<file path="config.mk">
export PLATFORM = sky130hd
export DESIGN_NAME = acpi_rail_sequencer
export DESIGN_NICKNAME = d
export VERILOG_FILES = /design/src/rtl/acpi_rail_sequencer.sv
export SDC_FILE = /design/constraint.sdc
export NUM_CORES = 1
export LEC_CHECK = 0
export BUFFER_PORTS_ARGS = -buffer_cell sky130_fd_sc_hd__buf_2
export CAP_MARGIN = 10
export CORE_MARGIN = 2
export CORE_UTILIZATION = 35
export DETAILED_ROUTE_END_ITERATION = 8
export HOLD_SLACK_MARGIN = 0.06
export SKIP_CTS_REPAIR_TIMING = 1
export SLEW_MARGIN = 20
export SYNTH_ARGS = -nofsm -noshare
export SYNTH_HDL_FRONTEND = slang
export SYNTH_SLANG_ARGS = --single-unit
</file>
<file path="constraint.sdc">
create_clock -name clk -period 2.2 [get_ports clk]
set_input_delay 0.11 -clock clk [delete_from_list [all_inputs] [get_ports clk]]
set_output_delay 0.11 -clock clk [all_outputs]
set_load 0.02 [all_outputs]
</file>
<file path="src/rtl/acpi_rail_sequencer.sv">
module acpi_rail_sequencer #(
  parameter int GLITCH_CYC = 500,
  parameter int UV_N       = 5
) (
  input  logic            clk,
  input  logic            rst_n,
  input  logic            bias_ok,
  input  logic            shut_req,
  input  logic            slp3_n,
  input  logic            slp5_n,
  input  logic            dual5_sleep_en,
  input  logic [1:0]      mem_sel,
  input  logic [UV_N-1:0] uv_flag,
  input  logic            ot_flag,
  output logic [1:0]      pwr_state,
  output logic            act_gate,
  output logic            dual33_en,
  output logic            dual33_sleep_drv,
  output logic            dual5_sleep_drv,
  output logic            mem25_act_drv,
  output logic            mem25_sleep_drv,
  output logic            mem33_sleep_drv,
  output logic            clk25_en,
  output logic            fault
);

  localparam int CW = $clog2(GLITCH_CYC + 1);

  typedef enum logic [1:0] {ST_OFF = 2'b00, ST_ACT = 2'b01, ST_S3 = 2'b10, ST_S45 = 2'b11} st_t;

  logic [1:0] raw, filt;
  assign raw = {slp5_n, slp3_n};

  for (genvar i = 0; i < 2; i++) begin : g_flt
    logic [CW-1:0] cnt;
    logic          f;
    always_ff @(posedge clk or negedge rst_n)
      if (!rst_n) begin
        cnt <= '0;
        f   <= 1'b0;
      end else if (raw[i] == f) begin
        cnt <= '0;
      end else if (cnt == CW'(GLITCH_CYC - 1)) begin
        f   <= raw[i];
        cnt <= '0;
      end else begin
        cnt <= cnt + CW'(1);
      end
    assign filt[i] = f;
  end

  st_t st, nxt, req;
  logic settled, sleeping, enter_slp;
  logic en5_q, fault_q, bias_d, shut_d, ok;

  assign req      = !filt[1] ? ST_S45 : (!filt[0] ? ST_S3 : ST_ACT);
  assign settled  = (raw == filt);
  assign sleeping = (st == ST_S3) || (st == ST_S45);

  always_comb begin
    nxt = st;
    if (!bias_ok || shut_req) nxt = ST_OFF;
    else begin
      case (st)
        ST_OFF:  if (settled) nxt = req;
        ST_ACT:  nxt = req;
        default: if (req == ST_ACT) nxt = ST_ACT;
      endcase
    end
  end

  assign enter_slp = ((nxt == ST_S3) || (nxt == ST_S45)) && !sleeping;

  always_ff @(posedge clk or negedge rst_n)
    if (!rst_n) begin
      st      <= ST_OFF;
      en5_q   <= 1'b1;
      fault_q <= 1'b0;
      bias_d  <= 1'b0;
      shut_d  <= 1'b0;
    end else begin
      st     <= nxt;
      bias_d <= bias_ok;
      shut_d <= shut_req;
      if (enter_slp || (bias_ok && !bias_d) || (!shut_req && shut_d))
        en5_q <= dual5_sleep_en;
      if (!bias_ok || shut_req)             fault_q <= 1'b0;
      else if ((|uv_flag) || ot_flag)       fault_q <= 1'b1;
    end

  assign ok = bias_ok && !shut_req && !fault_q;

  assign pwr_state        = st;
  assign act_gate         = ok && (st == ST_ACT);
  assign clk25_en         = ok && (st == ST_ACT);
  assign dual33_en        = ok;
  assign dual33_sleep_drv = ok && sleeping;
  assign dual5_sleep_drv  = ok && sleeping && en5_q;
  assign mem25_act_drv    = ok && (st == ST_ACT) && (mem_sel != 2'b11);
  assign mem25_sleep_drv  = ok && sleeping && (mem_sel != 2'b11);
  assign mem33_sleep_drv  = ok && sleeping && (mem_sel != 2'b00);
  assign fault            = fault_q && bias_ok && !shut_req;

  p_filter_follows_raw_r1: assert property (@(posedge clk) disable iff (!rst_n)
    !$stable(filt[0]) |-> (filt[0] == $past(raw[0])));

  p_no_s3_to_s45_r3: assert property (@(posedge clk) disable iff (!rst_n)
    (st == ST_S3) |=> (st != ST_S45));

  p_no_s45_to_s3_r3: assert property (@(posedge clk) disable iff (!rst_n)
    (st == ST_S45) |=> (st != ST_S3));

  p_en5_held_in_sleep_r4: assert property (@(posedge clk) disable iff (!rst_n)
    (sleeping && bias_ok && !shut_req) |=> (!sleeping || $stable(en5_q)));

  p_shut_to_off_r9: assert property (@(posedge clk) disable iff (!rst_n)
    shut_req |=> (st == ST_OFF));

  p_fault_sticky_r10: assert property (@(posedge clk) disable iff (!rst_n)
    (fault_q && bias_ok && !shut_req) |=> fault_q);

endmodule

</file>
Yosys cells after proc, flatten, opt, wreduce, memory -nomap -nowiden:

Cells that the tools add are included.

* register bits after elaboration: 26
* input bits: 15
* output and inout port bits: 11
* logic and storage cells: 67

* $add $sub $neg: 2
* eq/ne operators: 12
* muxes and demuxes: 12
* bitwise operators: 2
* reductions and logical operators: 30

Operators by type and width (number)
* 2-to-1 mux 9 bit: 4
* adder 9 x 1 -> 9 bit, second input constant: 2
* == test 9 bit, second input constant: 2
* logical AND 1 bit: 13
* 2-to-1 mux 2 bit: 5
* == test 2 bit, second input constant: 4
* logical OR 1 bit: 6
* zero test 1 bit: 5
* OR reduction 5 bit: 1
* == test 2 x 1 -> 1 bit, second input constant: 2
* case mux 2 bit (2 select lines): 1
* AND reduction 2 bit: 2
* nonzero test 2 bit: 2
* == test 1 bit: 2
* == test 2 bit: 1
* zero test 2 bit: 1
* 2-to-1 mux 1 bit: 2
* inequality test 2 bit, second input constant: 1
* inverter 1 bit: 2

Logic depth before layout (Yosys ltp):

* depth after elaboration: 11
* gate-level depth with buffers: 5

Worst setup path before layout:

OpenSTA, ideal clock, no wires.

* kind: register to output
* start point: reg fault_q
* end point: out mem25_act_drv
* data arrival time: 1.484 ns
* required time: 2.090 ns
* slack: 0.606 ns
* stages on the path, launching flop included: 4
* cells stage by stage: dfrtp_1 > nor2_1 > and2_1 > a21boi_1

* word-level cells in the longest chain between the ends: 4

RTL lines
* start, declared: RTL line 54 `logic en5_q, fault_q, bias_d, shut_d, ok;`
* start signal, assigned: RTL line 78 `fault_q <= 1'b0;`
* start signal, assigned: RTL line 87 `if (!bias_ok || shut_req) fault_q <= 1'b0;`
* start signal, assigned: RTL line 88 `else if ((|uv_flag) || ot_flag) fault_q <= 1'b1;`
* zero test 1 bit: RTL line 91 `assign ok = bias_ok && !shut_req && !fault_q;`
* logical AND 1 bit: RTL line 91
* named net dual33_en: RTL line 17 `output logic dual33_en,`
* logical AND 1 bit
* named net act_gate: RTL line 16 `output logic act_gate,`
* logical AND 1 bit: RTL line 99 `assign mem25_act_drv = ok && (st == ST_ACT) && (mem_sel != 2'b11);`
* end, declared: RTL line 20 `output logic mem25_act_drv,`

The timed path passes the listed nets, and every way through them passes these cells.

Worst setup path in the final report:

* start point: in shut_req
* end point: out mem25_act_drv

* word-level cells in the longest chain between the ends: 5

RTL lines
* start, declared: RTL line 8 `input logic shut_req,`
* zero test 1 bit: RTL line 91
* logical AND 1 bit (2 in a row): RTL line 91
* logical AND 1 bit (2 in a row): RTL line 99

No other way between the ends.

==> flow_metrics.env <==
export IMPL_status="finished clean"
export IMPL_grt_pass1_wl_um=4660
export IMPL_grt_pass1_vias=1060
export IMPL_die_y_um=66.5
export IMPL_crit_top_cell="buf_2"
export IMPL_clock_latency_ps=270
export IMPL_leakagePower_nw=0.758
export IMPL_sw_frac_of_total_pct=24.4
export IMPL_synth_seq_cells=26
export IMPL_worst_pin_slew_ps=579
export IMPL_synth_cells=144
export IMPL_overflow=0
export IMPL_p_per_area_mw_per_mm2=547
export IMPL_synth_seq_area_share_pct=47.7
export IMPL_dpl_hpwl_um=2010
export IMPL_met1_usage_pct=17.4
export IMPL_clkPwrFrac_pct=31.5
export IMPL_wirelength_um=2660
export IMPL_num_antenna_cells=0
export IMPL_start_kind="input port"
export IMPL_clockRootBuffer="clkbuf_8"
export IMPL_start_util_pct=36.8
export IMPL_hp_class="input port to flop"
export IMPL_p_seq_share_pct=57.7
export IMPL_cts_buffers=3
export IMPL_end_kind="output pin"
export IMPL_maxSlewViolCount=0
export IMPL_via_count=1108
export IMPL_worstPathArrival_ps=1660
export IMPL_crit_fanout=6
export IMPL_synth_avg_cell_area_um2=9.49
export IMPL_area_growth_pct=17.9
export IMPL_rsz0062_at_grt="false"
export IMPL_wl_per_cell_um=12.0
export IMPL_final_hold_viol_count=0
export IMPL_cts_tree="yes"
export IMPL_antenna_found_initial=0
export IMPL_relSlewSlack_pct=61.4
export IMPL_grt_start_max_net_pins=27
export IMPL_yosys_area_top_type_share_pct=45.8
export IMPL_cp_required_ps=2090
export IMPL_fmax_ghz=0.563
export IMPL_p_sw_mw=0.215
export IMPL_die_area_mm2=0.00442
export IMPL_yosysUniqueCellTypes=38
export IMPL_io_pins=26
export IMPL_io_buffers=25
export IMPL_drtIter0Drc=62
export IMPL_synthTopCellsByArea="dfrtp_1, nor2_1, xor2_1"
export IMPL_period_share_pct=80.7
export IMPL_die_x_um=66.5
export IMPL_num_rows=22
export IMPL_finalCriticalPeriod_ps=1770
export IMPL_grt_use_met3_pct=3.04
export IMPL_gp_congestion=0.845
export IMPL_p_comb_share_pct=10.8
export IMPL_htree_levels=1
export IMPL_cp_slowest_cell="dlygate4sd3_1"
export IMPL_p_int_mw=0.666
export IMPL_ir_worst_vdd_mv=0.513
export IMPL_use_met2_pct=23.0
export IMPL_nets=192
export IMPL_drcViolationCount=0
export IMPL_drive_gt1_share_pct=19.0
export IMPL_finalSetupViolations=0
export IMPL_cp_cell_sequence="dlygate4sd3_1 -> buf_2 -> nand2b_1 -> nor2_1 -> and2_1 -> a21boi_1 -> buf_2"
export IMPL_place_area_mm2=0.00153
export IMPL_drtAntennaViolNets=0
export IMPL_synth_top_area_cell="dfrtp_1"
export IMPL_syn_cell_area_mm2=0.00137
export IMPL_ys_warn_count=0
export IMPL_drtPass1Iterations=4
export IMPL_cts_buffer_depth=2
export IMPL_gr_max_usage_layer="met2"
export IMPL_fin_util_pct=43.3
export IMPL_worstSetupPathType="input port to output pin"
export IMPL_finClkSkew_ps=1.72
export IMPL_syn_num_nets=161
export IMPL_final_area_mm2=0.00161
export IMPL_grt_total_usage_pct=13.6
export IMPL_cts_sinks=26
export IMPL_max_stage_delay_ps=530
export IMPL_path_clk_slew_ps=90
export IMPL_tns_ps=0
export IMPL_core_region_area_mm2=0.00372
export IMPL_vias_per_cell=4.99
export IMPL_drv_cap=0
-- cells by family after synthesis --
kind of cell | share of synthesized area [%]
AOI/OAI and AO/OA | 12.8
xor gates and xnor gates | 8.24
adders and majority gates | 1.83
buffers and inverters | 3.57
DFF | 47.7
muxes | 1.65
and+or+nand+nor | 24.2
-- power by group through the flow --
stage	sequential [mW]	clock [mW]	combinational, mW
floorplan	0.517	0	0.0493
global placement	0.517	0	0.0888
detailed placement	0.518	0	0.0908
CTS	0.509	0.291	0.0915
global route	0.512	0.301	0.109
finish	0.509	0.277	0.0949
-- per-layer routing --
| metal | share of wire (%) | vias to the layer above |
|---|---|---|
| li1 | - | 558 |
| met1 | 46 | 529 |
| met2 | 50 | 19 |
| met3 | 2.7 | 2 |
| met4 | 1.0 | 0 |
| met5 | 0 | - |
-- cell usage in the layout (no fill, tap or decap), types with 3 or more instances in the layout --
| cell | netlist | layout |
|---|---|---|
| a21oi_1 | 8 | 8 |
| clkbuf_8 | 0 | 3 |
| a211oi_1 | 3 | 3 |
| nand2_1 | 11 | 11 |
| nand3_1 | 8 | 8 |
| nor2_1 | 28 | 28 |
| dfrtp_1 | 25 | 25 |
| inv_1 | 6 | 6 |
| o21ai_1 | 4 | 4 |
| xnor2_1 | 3 | 3 |
| buf_2 | 0 | 25 |
| a21o_1 | 3 | 3 |
| nor3_1 | 3 | 3 |
| xor2_1 | 8 | 8 |
| dlygate4sd3_1 | 0 | 4 |
-- area by class of cell --
| cell class | instances | area [um2] |
|---|---|---|
| Inverter | 6 | 22.5 |
| Fill cell | 364 | 2110 |
| Clock buffer | 4 | 45.0 |
| Tap cell | 48 | 60.1 |
| Sequential cell | 26 | 652 |
| Timing Repair Buffer | 29 | 165 |
| Multi-Input combinational cell | 109 | 666 |
-- registers in the layout, indices dropped and copies added, names as in the netlist --
register and count:
shut_d 1, fault_q 1, g_flt.f 2, en5_q 1, bias_d 1, pwr_state 2, g_flt.cnt 18
-- worst max-delay path, delay by kind of cell --
kind            cells  cell delay [ps]
simple gates        3              570
buf+inv             3              830
compound gates      1              150
-- synthesized netlist by cell type, drive strengths merged --
| cell type | number |
|---|---|
| or3 | 1 |
| and3 | 1 |
| nand2 | 11 |
| xor2 | 8 |
| nor4bb | 2 |
| a21oi | 8 |
| nor4 | 1 |
| buf | 3 |
| inv | 6 |
| dfstp | 1 |
| o21ai | 6 |
| o31a | 1 |
| a21o | 3 |
| ha | 2 |
| and4 | 2 |
| and2 | 2 |
| mux2 | 2 |
| nor2 | 28 |
| a221o | 1 |
| o22ai | 1 |
| or4b | 1 |
| nand4 | 2 |
| a21boi | 1 |
| a211oi | 4 |
| nand2b | 1 |
| nand3 | 8 |
| nand3b | 1 |
| a221oi | 1 |
| nor2b | 2 |
| dfrtp | 25 |
| xnor2 | 4 |
| nor3 | 3 |
| nand4bb | 1 |
-- path summary, 6_finish.rpt --
check,from,endpoint,slack (ps),cells after the start
setup / recovery,shut_req,mem25_act_drv,430,7
setup reg to reg,g_flt[1].cnt[0],g_flt[1].cnt[8],660,5
hold reg to reg,g_flt[1].cnt[0],g_flt[1].cnt[0],490,1
min in group asynchronous,rst_n,g_flt[1].cnt[7],360,2
max in group asynchronous,rst_n,bias_d,1460,2
hold / removal,ot_flag,fault_q,90,3
-- metrics by stage --
stage	power [mW]	worst slack (ps)	hold slack, ps	cells
after floorplan	0.566	606	-186	144
after global placement	0.606	749	152	214
after detailed placement	0.609	665	151	214
after CTS	0.891	651	-149	218
after global routing	0.922	282	111	222
final	0.881	425	93.1	222
Note: power is estimated with default switching activity, not from simulation.
